===== config.mk =====
export PLATFORM = sky130hd
export DESIGN_NAME = hash_ctrl_regs
export DESIGN_NICKNAME = d
export VERILOG_FILES = /design/src/rtl/hash_ctrl_pkg.sv /design/src/rtl/hash_ctrl_cfg.sv /design/src/rtl/hash_ctrl_status.sv /design/src/rtl/hash_ctrl_rdmux.sv /design/src/rtl/hash_ctrl_regs.sv
export SDC_FILE = /design/constraint.sdc
export NUM_CORES = 1
export LEC_CHECK = 0
export CAP_MARGIN = 40
export CELL_PAD_IN_SITES_DETAIL_PLACEMENT = 1
export CELL_PAD_IN_SITES_GLOBAL_PLACEMENT = 2
export CORE_AREA = 4 4 247 249
export CTS_CLUSTER_DIAMETER = 60
export DETAILED_ROUTE_END_ITERATION = 10
export DIE_AREA = 0 0 251 253
export PLACE_DENSITY_LB_ADDON = 0.2
export SYNTH_ARGS = -nofsm -noshare
export SYNTH_HDL_FRONTEND = slang
export SYNTH_SLANG_ARGS = --single-unit

===== constraint.sdc =====
create_clock -name clk_i -period 3.4 [get_ports clk_i]
set_input_delay 0.68 -clock clk_i [delete_from_list [all_inputs] [get_ports clk_i]]
set_output_delay 0.68 -clock clk_i [all_outputs]
set_load 0.01 [all_outputs]

===== src/rtl/hash_ctrl_pkg.sv =====
package hash_ctrl_pkg;
  localparam int REG_CTRL   = 0;
  localparam int REG_DIN    = 1;
  localparam int REG_START  = 2;
  localparam int REG_STATUS = 3;
  localparam int REG_IMR    = 4;
  localparam int CMD_BIT    = 8;

  typedef enum logic [3:0] {
    ALG_SHA1     = 4'd0,
    ALG_MD5      = 4'd1,
    ALG_SHA224   = 4'd2,
    ALG_SHA256   = 4'd3,
    ALG_SHA384   = 4'd12,
    ALG_S512_224 = 4'd13,
    ALG_S512_256 = 4'd14,
    ALG_SHA512   = 4'd15
  } algo_e;

  function automatic logic [4:0] digest_words(input logic [3:0] a);
    case (a)
      ALG_SHA1:     return 5'd5;
      ALG_MD5:      return 5'd4;
      ALG_SHA224:   return 5'd7;
      ALG_SHA256:   return 5'd8;
      ALG_SHA384:   return 5'd12;
      ALG_S512_224: return 5'd7;
      ALG_S512_256: return 5'd8;
      ALG_SHA512:   return 5'd16;
      default:      return 5'd0;
    endcase
  endfunction
endpackage


===== src/rtl/hash_ctrl_cfg.sv =====
module hash_ctrl_cfg
  import hash_ctrl_pkg::*;
#(
  parameter int ADDR_W = 6,
  parameter int DW     = 32
) (
  input  logic              clk_i,
  input  logic              rst_ni,
  input  logic              wr_i,
  input  logic [ADDR_W-1:0] addr_i,
  input  logic [DW-1:0]     wdata_i,
  output logic [3:0]        algo_o,
  output logic [1:0]        dtype_o,
  output logic [4:0]        nvb_o,
  output logic              ie_in_o,
  output logic              ie_dc_o,
  output logic              init_o,
  output logic              dcal_o,
  output logic              din_valid_o,
  output logic [DW-1:0]     din_o,
  output logic              init_wr_o,
  output logic              din_wr_o
);
  logic wr_ctrl, wr_start, wr_imr;

  assign wr_ctrl   = wr_i && (addr_i == ADDR_W'(REG_CTRL));
  assign wr_start  = wr_i && (addr_i == ADDR_W'(REG_START));
  assign wr_imr    = wr_i && (addr_i == ADDR_W'(REG_IMR));
  assign din_wr_o  = wr_i && (addr_i == ADDR_W'(REG_DIN));
  assign init_wr_o = wr_ctrl && wdata_i[CMD_BIT];

  always_ff @(posedge clk_i or negedge rst_ni) begin
    if (!rst_ni) begin
      algo_o      <= '0;
      dtype_o     <= '0;
      nvb_o       <= '0;
      ie_in_o     <= 1'b0;
      ie_dc_o     <= 1'b0;
      init_o      <= 1'b0;
      dcal_o      <= 1'b0;
      din_valid_o <= 1'b0;
      din_o       <= '0;
    end else begin
      init_o      <= init_wr_o;
      dcal_o      <= wr_start && wdata_i[CMD_BIT];
      din_valid_o <= din_wr_o;
      if (din_wr_o) din_o <= wdata_i;
      if (wr_ctrl) begin
        algo_o  <= wdata_i[3:0];
        dtype_o <= wdata_i[5:4];
      end
      if (wr_start) nvb_o <= wdata_i[4:0];
      if (wr_imr) begin
        ie_in_o <= wdata_i[0];
        ie_dc_o <= wdata_i[1];
      end
    end
  end


  init_pulse_chk: assert property (@(posedge clk_i) disable iff (!rst_ni)
    init_o && !init_wr_o |=> !init_o);

  dcal_pulse_chk: assert property (@(posedge clk_i) disable iff (!rst_ni)
    (wr_start && wdata_i[CMD_BIT]) |=> dcal_o);

  din_fwd_chk: assert property (@(posedge clk_i) disable iff (!rst_ni)
    din_wr_o |=> (din_valid_o && din_o == $past(wdata_i)));
endmodule


===== src/rtl/hash_ctrl_status.sv =====
module hash_ctrl_status (
  input  logic clk_i,
  input  logic rst_ni,
  input  logic blk_ready_i,
  input  logic dgst_done_i,
  input  logic din_wr_i,
  input  logic init_wr_i,
  input  logic ie_in_i,
  input  logic ie_dc_i,
  output logic in_rdy_o,
  output logic dc_o,
  output logic irq_o
);
  // set has priority over clear on both flags
  always_ff @(posedge clk_i or negedge rst_ni) begin
    if (!rst_ni) begin
      in_rdy_o <= 1'b0;
      dc_o     <= 1'b0;
    end else begin
      if (blk_ready_i)   in_rdy_o <= 1'b1;
      else if (din_wr_i) in_rdy_o <= 1'b0;
      if (dgst_done_i)                dc_o <= 1'b1;
      else if (din_wr_i || init_wr_i) dc_o <= 1'b0;
    end
  end

  assign irq_o = (in_rdy_o && ie_in_i) || (dc_o && ie_dc_i);


  rdy_set_chk: assert property (@(posedge clk_i) disable iff (!rst_ni)
    blk_ready_i |=> in_rdy_o);

  dc_clr_chk: assert property (@(posedge clk_i) disable iff (!rst_ni)
    ((din_wr_i || init_wr_i) && !dgst_done_i) |=> !dc_o);

  irq_mask_chk: assert property (@(posedge clk_i) disable iff (!rst_ni)
    (!ie_in_i && !ie_dc_i) |-> !irq_o);
endmodule


===== src/rtl/hash_ctrl_rdmux.sv =====
module hash_ctrl_rdmux
  import hash_ctrl_pkg::*;
#(
  parameter int ADDR_W    = 6,
  parameter int DW        = 32,
  parameter int MAX_WORDS = 16
) (
  input  logic                  clk_i,
  input  logic                  rst_ni,
  input  logic [ADDR_W-1:0]     addr_i,
  input  logic [3:0]            algo_i,
  input  logic [1:0]            dtype_i,
  input  logic [4:0]            nvb_i,
  input  logic                  ie_in_i,
  input  logic                  ie_dc_i,
  input  logic                  in_rdy_i,
  input  logic                  dc_i,
  input  logic [MAX_WORDS*DW-1:0] digest_i,
  output logic [DW-1:0]         rdata_o
);
  localparam int IDX_W = $clog2(MAX_WORDS);

  logic             in_win;
  logic [IDX_W-1:0] idx;
  logic [4:0]       cnt;

  assign in_win = (addr_i[ADDR_W-1:IDX_W] == (ADDR_W-IDX_W)'(1));
  assign idx    = addr_i[IDX_W-1:0];
  assign cnt    = digest_words(algo_i);

  always_comb begin
    rdata_o = '0;
    if (in_win) begin
      if (int'(idx) < int'(cnt)) rdata_o = digest_i[idx*DW +: DW];
    end else begin
      case (int'(addr_i))
        REG_CTRL:   rdata_o = DW'({dtype_i, algo_i});
        REG_START:  rdata_o = DW'(nvb_i);
        REG_STATUS: rdata_o = DW'({dc_i, in_rdy_i});
        REG_IMR:    rdata_o = DW'({ie_dc_i, ie_in_i});
        default:    rdata_o = '0;
      endcase
    end
  end


  md5_edge_chk: assert property (@(posedge clk_i) disable iff (!rst_ni)
    (in_win && algo_i == ALG_MD5 && int'(idx) == 4) |-> rdata_o == '0);
endmodule


===== src/rtl/hash_ctrl_regs.sv =====
module hash_ctrl_regs #(
  parameter int ADDR_W    = 6,
  parameter int DW        = 32,
  parameter int MAX_WORDS = 16
) (
  input  logic                    clk_i,
  input  logic                    rst_ni,
  input  logic                    req_i,
  input  logic                    we_i,
  input  logic [ADDR_W-1:0]       addr_i,
  input  logic [DW-1:0]           wdata_i,
  output logic [DW-1:0]           rdata_o,
  output logic                    irq_o,
  output logic [3:0]              core_algo_o,
  output logic [1:0]              core_dtype_o,
  output logic [4:0]              core_nvbits_o,
  output logic                    core_init_o,
  output logic                    core_dcal_o,
  output logic                    core_din_valid_o,
  output logic [DW-1:0]           core_din_o,
  input  logic                    core_blk_ready_i,
  input  logic                    core_dgst_done_i,
  input  logic [MAX_WORDS*DW-1:0] core_digest_i
);
  logic ie_in, ie_dc, init_wr, din_wr, in_rdy, dc;

  hash_ctrl_cfg #(.ADDR_W(ADDR_W), .DW(DW)) u_cfg (
    .clk_i, .rst_ni,
    .wr_i        (req_i && we_i),
    .addr_i, .wdata_i,
    .algo_o      (core_algo_o),
    .dtype_o     (core_dtype_o),
    .nvb_o       (core_nvbits_o),
    .ie_in_o     (ie_in),
    .ie_dc_o     (ie_dc),
    .init_o      (core_init_o),
    .dcal_o      (core_dcal_o),
    .din_valid_o (core_din_valid_o),
    .din_o       (core_din_o),
    .init_wr_o   (init_wr),
    .din_wr_o    (din_wr)
  );

  hash_ctrl_status u_stat (
    .clk_i, .rst_ni,
    .blk_ready_i (core_blk_ready_i),
    .dgst_done_i (core_dgst_done_i),
    .din_wr_i    (din_wr),
    .init_wr_i   (init_wr),
    .ie_in_i     (ie_in),
    .ie_dc_i     (ie_dc),
    .in_rdy_o    (in_rdy),
    .dc_o        (dc),
    .irq_o
  );

  hash_ctrl_rdmux #(.ADDR_W(ADDR_W), .DW(DW), .MAX_WORDS(MAX_WORDS)) u_rd (
    .clk_i, .rst_ni, .addr_i,
    .algo_i   (core_algo_o),
    .dtype_i  (core_dtype_o),
    .nvb_i    (core_nvbits_o),
    .ie_in_i  (ie_in),
    .ie_dc_i  (ie_dc),
    .in_rdy_i (in_rdy),
    .dc_i     (dc),
    .digest_i (core_digest_i),
    .rdata_o
  );


  rst_quiet_chk: assert property (@(posedge clk_i) disable iff (!rst_ni)
    $rose(rst_ni) |-> !irq_o);
endmodule


==> results of run 1 <==
placed cells by master, fill, tap and decap left out, types with 4 or more instances in the layout:
master and count:
sky130_fd_sc_hd__a211oi_1 36, sky130_fd_sc_hd__a211oi_2 17, sky130_fd_sc_hd__a211oi_4 4, sky130_fd_sc_hd__a21oi_1 5, sky130_fd_sc_hd__buf_12 23, sky130_fd_sc_hd__buf_4 83
sky130_fd_sc_hd__buf_6 5, sky130_fd_sc_hd__clkbuf_16 5, sky130_fd_sc_hd__clkbuf_2 17, sky130_fd_sc_hd__clkdlybuf4s50_1 596, sky130_fd_sc_hd__dfrtp_1 47, sky130_fd_sc_hd__diode_2 13
sky130_fd_sc_hd__mux2_2 34, sky130_fd_sc_hd__mux2_4 28, sky130_fd_sc_hd__mux2i_1 40, sky130_fd_sc_hd__mux4_2 112, sky130_fd_sc_hd__nand2_1 14, sky130_fd_sc_hd__nand3_1 5
sky130_fd_sc_hd__nor2_1 5, sky130_fd_sc_hd__nor2b_1 27, sky130_fd_sc_hd__nor3_1 6, sky130_fd_sc_hd__nor4_1 4, sky130_fd_sc_hd__o22ai_1 9, sky130_fd_sc_hd__o32ai_1 4
routing by layer:
layer	GRT usage	share of wire	vias to the layer above
li1	-	-	3543
met1	0.200	0.36	4104
met2	0.321	0.52	386
met3	0.0662	0.090	67
met4	0.0517	0.027	34
met5	0	0.0034	-
registers in the layout, indices dropped and copies added, names as in the netlist:
register	flops
u_cfg.algo_o	4
u_cfg.dcal_o	1
u_cfg.din_o	32
u_cfg.din_valid_o	1
u_cfg.dtype_o	2
u_cfg.ie_dc_o	1
u_cfg.ie_in_o	1
u_cfg.init_o	1
u_cfg.nvb_o	5
u_stat.dc_o	1
u_stat.in_rdy_o	1
worst max-delay path, stage by stage, from the launching register on:
cell and delay (ns):
sky130_fd_sc_hd__dfrtp_2 0.48, sky130_fd_sc_hd__nor3_2 0.22, sky130_fd_sc_hd__a21boi_0 0.13, sky130_fd_sc_hd__ha_1 0.19, sky130_fd_sc_hd__a21o_1 0.19, sky130_fd_sc_hd__a211oi_2 0.20, sky130_fd_sc_hd__buf_4 0.15, sky130_fd_sc_hd__a21oi_4 0.06
sky130_fd_sc_hd__buf_12 0.17, sky130_fd_sc_hd__buf_12 0.16, sky130_fd_sc_hd__a211oi_4 0.17, sky130_fd_sc_hd__buf_4 0.16, sky130_fd_sc_hd__buf_12 0.11
power groups by stage:
stage | sequential [uW] | combinational, uW | clock, uW
final | 672 | 1760 | 562
after global routing | 678 | 1860 | 609
after CTS | 672 | 1780 | 590
after detailed placement | 680 | 1710 | 0
after global placement | 680 | 1710 | 0
after floorplan | 697 | 553 | 0
cell families (layout without fill, tap and decap cells):
kind of cell,Yosys count,in the layout
adder cells (fa/ha/maj),3,3
AO/OA/AOI/OAI,93,93
buffers and inverters,59,742
AND/OR/NAND/NOR,85,85
flip-flops,50,50
other,0,13
multiplexers,220,220
area by class of cell:
cell class | instances | area (sq um)
antenna | 13 | 32.5
clock buffer | 7 | 153
clock inverter | 1 | 8.76
fill | 6572 | 43700
inverter | 1 | 3.75
multi-input combinational | 401 | 5250
sequential | 50 | 1250
tap | 773 | 967
timing repair buffer | 733 | 7350
how the worst max path moves through the flow:
stage                                            from  depth (start not counted)          end  slack, ns
final                     u_cfg.algo_o[3]$_DFFE_PN0N_                         12  rdata_o[30]       0.02
after global routing      u_cfg.algo_o[3]$_DFFE_PN0N_                         12  rdata_o[30]      -0.18
after CTS                 u_cfg.algo_o[3]$_DFFE_PN0N_                         13  rdata_o[30]     -0.009
after detailed placement                    addr_i[0]                          9  rdata_o[14]      -0.53
after global placement                      addr_i[0]                          9  rdata_o[15]      -0.71
after floorplan           u_cfg.algo_o[1]$_DFFE_PN0N_                          9  rdata_o[21]       0.40
timing repair:
item	CTS	global route
endpoints found under the setup margin	32	32
pin swaps	7	0
buffers inserted	3	0
gates cloned	2	0
gates resized for setup	75	58
through the flow:
stage	instance area [sq um]	total power, uW	setup TNS (ns)
final	15000	2990	0
after global routing	15000	3140	-1.64
after CTS	15000	3040	-0.0116
after detailed placement	14500	2390	-8.44
after global placement	14500	2380	-8.38
after floorplan	6550	1250	0
==> results, run 1 <==
- Of the total synthesized cell area, the portion taken by XOR and XNOR cells is 0.
- The flop and latch count out of synthesis is 50.
- The run finished with clean final reports.
- After global routing the overflow that remains totals 0.
- The worst setup path is of the flop to primary output kind.
- The worst hold slack after final layout is 0.335 ns.
- Setup repair after global routing could not meet its margin everywhere.
- After detailed routing, the number of remaining DRC violations is 0.
- The adder-cell share of the synthesized area is 0.00573.
- The ratio of total power to cell area is 199 mW/mm^2.
- The class of the most critical hold timing path is input port to async pin.
- Clock latency on the worst-skew pair, taken at its later pin, is 0.29 ns.
- The post-route antenna net violation count is 0.
- The combinational family with the most area after synthesis is multiplexers.
- The worst clock skew is 0 ns.
- In this run, synthesis inferred 0 flip-flops with an integrated enable.
- By count the netlist is led by sky130_fd_sc_hd__mux4_2, sky130_fd_sc_hd__a211oi_1, sky130_fd_sc_hd__dfrtp_1, sky130_fd_sc_hd__mux2i_1, sky130_fd_sc_hd__mux2_2.
- Before antenna repair, the detailed router went through 5 iterations.
- In the final layout, the share of cells above drive strength 1 is 0.298.
- Summed over all layers, the routed wires come to 60.4 mm.
- The initial antenna violation count is 36.
- STA puts the critical path data required time at 2.72 ns.
- The reg-to-reg critical path startpoint is u_cfg.algo_o[3]$_DFFE_PN0N_.
- From synthesis to final layout, the design area changed by 129%.
- The highest attainable clock frequency is 296 MHz.
- The dominant cell type by area after synthesis is sky130_fd_sc_hd__mux4_2.
- Of all nets on the critical path, the largest fanout is 13.
- The congestion estimate from routability-driven global placement came to 0.865.
- The final clock period utilization by the worst path is 0.993.
- Subtracting the final worst setup slack from the clock period gives 3.38 ns.
- The unique cell type count in the Yosys netlist is 46.
- The worst pin sits at a relative slew slack of 0.592.
- The area share of the largest cell type after synthesis is 0.385.
- In this run the critical register-to-register path is captured at u_cfg.algo_o[3]$_DFFE_PN0N_.
- The count of maximum capacitance violations is 0.
- The maximum number of pins on one net before global-route repair is 79.
- Averaged over all synthesized cells, the footprint is 12.9 sq um.
- After clock tree synthesis, the clock-pin slew on the worst setup and hold paths is 0.07 ns.
- The post-route worst setup slack is 0.0228 ns.
- The number of core rows is 89.
- The total number of yosys warnings is 0.
- The fraction of the mapped netlist area in compound gates is 0.106.
- In the synthesized netlist the dominant register cell turns out to be sky130_fd_sc_hd__dfrtp_1.
- For this configuration, the core starts out at a cell density of 0.112.
- The largest voltage drop on the vdd net is 0.250 mV.
- Once detailed placement completed, the half-perimeter wirelength came to 52.3 mm.
- Counting tap cells, the placed design contains a total of 1953 instances.
- The clock sink count is 50.
- The per-cell routed wire length is 30.5 um.
- The top-level I/O count is 635.
- The floorplan step defined a core boundary enclosing 0.0587 sq mm.
- The switching portion of total power is 0.300.
- The analysis attributes to net switching a power of 896 uW.
- The die outline width is 251 um.
- Measured along the y axis, the die boundary spans 253 um.
- The internal power contribution is 2090 uW.
- The root buffer cell chosen for the clock tree is sky130_fd_sc_hd__clkbuf_16.
- The worst setup path is captured at a primary output.
- The number of buffers added to fix hold violations after cts is 0.
- The worst path arrival time is 2.70 ns.
- By instance count, the leading cell after synthesis is sky130_fd_sc_hd__mux4_2.
- Ranked by total cell area, the synthesized netlist is headed by sky130_fd_sc_hd__mux4_2, sky130_fd_sc_hd__dfrtp_1, sky130_fd_sc_hd__mux2i_1.
- The number of hold-slack violations in the final timing report is 0.
- The via count of the routed design is 8134.
- The register-to-register setup slack is 2.35 ns.
- The total nets after synthesis is 1069.
- The number of pins exceeding their max-slew limit in the final report came to 0.
- The first-pass GRT wire length is 79.9 mm.
- The overall track demand over capacity in global routing is 0.179.
- The number of standard cells after synthesis is 510.
- The via density per instance is 4.11.
- Before CTS, the worst setup slack after placement is -0.534 ns.
- At the end of the flow, the number of nets in the layout was 1751.
- Of the total power, the clock network draws 0.188.
- The count of buffers added on input and output ports is 634.
- For the pin with the worst max-slew slack, the measured transition is 0.613 ns.
- Of the synthesized area, sequential elements account for 0.191.
- The synthesized cell area is 0.00655 sq mm.
- The share of total power dissipated in sequential elements is 0.225.
- TritonCTS built the clock tree.
- Of the total power, combinational logic draws 0.587.
- The end-of-flow core utilization is 0.256.
- The count of cells in the finished layout, fillers not included, comes to 1979.
- The number of endpoints failing setup at the final stage is 0.
- The number of DRC markers in iteration 0 is 433.
- The path depth of the worst reg2reg path is 2.
- Counting flops with an async set or reset pin after synthesis yields a share of 1.00.
- Buffers inserted during clock tree synthesis total 5.
- The leakage power total is 0.00567 uW.
- The clock passes through at most 2 buffers.
- The worst setup path is launched from a flop.
- Measured against the total synthesized area, the mux share comes to 0.578.
- CTS built an H-tree with a depth of 2.
- The total die area is 0.0635 sq mm.
- The simple logic cell fraction of the synthesized area is 0.0777.
- The via count of the first global-routing pass is 9034.
Note: power is estimated with default switching activity, not from simulation.
==> run 2, diff against run 1 <==
- ABC_CLOCK_PERIOD_IN_PS: unset -> 3400
- SLEW_MARGIN: unset -> 20
- TNS_END_PERCENT: unset -> 1
==> run 2 against run 1 <==
  * The run now ends with negative setup slack left
  * First-iteration DRC count decreased by 28%
  * Via count decreased by 0.31%
  * Total power shrank 0.96%
  * Sequential power about the same
  * Critical path type is now input port to primary output
  * Combinational power barely moved
  * Critical path depth decreased by 1
==> results, run 2 (synthesis results as in run 1) <==
- The number of endpoints failing setup at the final stage is 3 (+3).
- The count of maximum capacitance violations is 0 (unchanged).
- The maximum count of clock buffers along a single path is 2 (unchanged).
- More flip-flops sit in one register than any other, and that register is u_cfg.din_o.
- The worst clock skew is 0 ns (unchanged).
- The internal power contribution came to 2080 uW (-0.77%).
- The register-to-register setup slack is 2.37 ns (+0.02 ns).
- The critical path in this run is classified as input port to primary output.
- The root buffer cell chosen for the clock tree is sky130_fd_sc_hd__clkbuf_16.
- The largest voltage drop on the vdd net is 0.250 mV (-0.21%).
- The count of port buffers added during placement came to 634 (unchanged).
- The actual slew at the worst max-slew pin is 0.598 ns (-0.0149 ns).
- The number of hold-slack violations in the final timing report was 0 (unchanged).
- The worst hold slack after final layout is 0.336 ns (+0.000218 ns).
- The min-delay analysis places its worst path in the category input port to async pin.
- The overall track demand over capacity in global routing is 0.177 (-0.00219).
- The vertical extent of the die was 253 um (unchanged).
- The maximum fanout encountered on the critical timing path is 25 (+12).
- The final clock period utilization by the worst path is 1.02 (+0.0246).
- The number of DRC markers in iteration 0 is 312 (-28%).
- The via count of the routed design was 8109 (-0.31%).
- The element type at the critical path end is a primary output.
- The library cell used most frequently in the layout, excluding fill and tap cells, is sky130_fd_sc_hd__clkdlybuf4s50_1.
- The number of core rows is 89 (unchanged).
- The area growth from synthesis to layout is 127%.
- The ratio of total power to cell area is 199 mW/mm^2 (about the same).
- The post-route worst setup slack was -0.0608 ns (-0.0836 ns).
- The clock latency on the worst-skew pair is 0.29 ns (about the same).
- The initial antenna violation count is 35 (-2.8%).
- The switching power summed over all nets was 883 uW (-1.4%).
- The worst setup path is launched from an input port.
- Setup repair after global routing could not meet its margin everywhere.
- The logic gate share of total power is 0.584 (-0.003).
- The count of unresolved DRC violations after routing is 0 (unchanged).
- The first-pass GRT wire length is 79.1 mm (-1.1%).
- The destination of the worst register-to-register timing path is u_cfg.algo_o[3]$_DFFE_PN0N_.
- The worst path arrival time is 2.78 ns (+0.08 ns).
- The clock input transition at the sequential cells of the worst setup and hold paths was 0.07 ns (about the same).
- The worst register-to-register path begins at u_cfg.algo_o[3]$_DFFE_PN0N_.
- TritonCTS built the clock tree.
- In the layout the commonest cells are sky130_fd_sc_hd__clkdlybuf4s50_1, sky130_fd_sc_hd__mux4_2, sky130_fd_sc_hd__buf_4.
- The path depth of the worst reg2reg path is 2 (unchanged).
- The clock sink count is 50 (unchanged).
- The flip-flop count of the largest register after layout was 32 (unchanged).
- The via count of the first global-routing pass is 8999 (-0.39%).
- The maximum number of pins on one net before global-route repair is 79 (unchanged).
- The via density per instance is 4.10 (-0.16%).
- The share of power burned in the clock network is 0.190 (+0.002).
- The time the worst path needs with I/O delays and setup is 3.46 ns (+0.0836 ns).
- The core outline area was 0.0587 sq mm (unchanged).
- The top-level I/O count is 635 (unchanged).
- The minimum setup slack after placement is -0.534 ns (unchanged).
- The final reports fail on negative setup slack.
- The leftover overflow at the end of global routing is 0 (unchanged).
- The detailed-route wire length is 60.1 mm (-0.50%).
- The post-detailed-placement half-perimeter wirelength is 52.3 mm (unchanged).
- The per-cell routed wire length is 30.4 um (-0.35%).
- The die outline width is 251 um (unchanged).
- The headroom to the max-slew limit is 0.602 (+0.00994).
- The final weighted congestion in routability-driven placement was 0.865 (unchanged).
- The post-route antenna net violation count is 0 (unchanged).
- The leakage power total came to 0.00562 uW (-0.85%).
- The H-tree depth reported by CTS was 2 (unchanged).
- The fraction of final layout cells with drive strength greater than 1 came to 0.291 (-0.00706).
- The initial standard-cell utilization of the core is 0.112 (unchanged).
- The share of total power in sequential cells is 0.226 (about the same).
- The number of pins exceeding their max-slew limit in the final report is 0 (unchanged).
- The total die area is 0.0635 sq mm (unchanged).
- The largest registers in the layout are u_cfg.din_o x32, u_cfg.nvb_o x5, u_cfg.algo_o x4.
- The number of buffers created by CTS is 5 (unchanged).
- The highest attainable clock frequency is 289 MHz (-2.4%).
- The run finished, with violations left.
- The first-pass iteration count of the detailed router is 4 (-1).
- The number of nets in the finished design was 1749 (-0.11%).
- The post-route total power is 2960 uW (-0.96%).
- The data required time of the worst path was 2.72 ns (about the same).
- The switching portion of total power is 0.298 (-0.00134).
[run 2: power by group through the flow]
stage               registers, uW  clock network, uW  logic [uW]
detailed placement            680                  0        1710
floorplan                     697                  0         553
global route                  677                609        1830
global placement              680                  0        1710
finish                        670                562        1730
CTS                           670                590        1740
[run 2: worst max path at each step]
stage	startpoint	end	slack [ns]	cells past startpoint
2_1_floorplan	u_cfg.algo_o[1]$_DFFE_PN0N_	rdata_o[21]	0.40	9
3_5_place_dp	addr_i[0]	rdata_o[14]	-0.53	9
5_1_grt	u_cfg.algo_o[3]$_DFFE_PN0N_	rdata_o[30]	-0.13	13
3_3_place_gp	addr_i[0]	rdata_o[15]	-0.71	9
4_1_cts	addr_i[0]	rdata_o[14]	-0.16	9
6_report	addr_i[1]	rdata_o[15]	-0.06	11
[run 2: stage by stage]
stage | cell area, sq um | cells | util | setup TNS [ns]
5_1_grt | 14900 | 1972 | 0.254 | -1.08
4_1_cts | 14800 | 1963 | 0.253 | -1.20
6_report | 14900 | 1976 | 0.254 | -0.148
3_3_place_gp | 14500 | 1950 | 0.247 | -8.38
3_5_place_dp | 14500 | 1953 | 0.247 | -8.44
2_1_floorplan | 6550 | 510 | - | 0
[run 2: cell type report]
| class | instances | area (sq um) |
|---|---|---|
| Fill cell | 6580 | 43800 |
| Timing Repair Buffer | 731 | 7280 |
| Multi-Input combinational cell | 401 | 5190 |
| Sequential cell | 50 | 1250 |
| Tap cell | 773 | 967 |
| Clock buffer | 7 | 153 |
| Antenna cell | 12 | 30.0 |
| Clock inverter | 1 | 8.76 |
| Inverter | 1 | 3.75 |
[run 2: per-layer routing]
layer  up-vias  wire, um  global-route usage
met2       393     31100               0.319
met4        34      1660              0.0514
met3        71      5410              0.0683
met1      4062     21800               0.194
li1       3549         -                   -
met5         -       208                   0
[run 2: what timing repair did]
item	in CTS	in global routing
setup endpoints to repair	32	32
hold endpoints to repair	0	0
cloned	0	1
pin swaps	1	3
setup buffers	2	0
resized for setup	51	58
hold buffers	0	0
[run 2: worst max-delay path: stages]
cell and delay [ns]:
sky130_fd_sc_hd__buf_6 0.08, sky130_fd_sc_hd__buf_4 0.20, sky130_fd_sc_hd__buf_16 0.22, sky130_fd_sc_hd__buf_16 0.22, sky130_fd_sc_hd__mux4_2 0.31, sky130_fd_sc_hd__nor2b_1 0.15, sky130_fd_sc_hd__a211oi_2 0.28, sky130_fd_sc_hd__buf_2 0.23
sky130_fd_sc_hd__a211oi_1 0.07, sky130_fd_sc_hd__buf_4 0.16, sky130_fd_sc_hd__buf_12 0.11
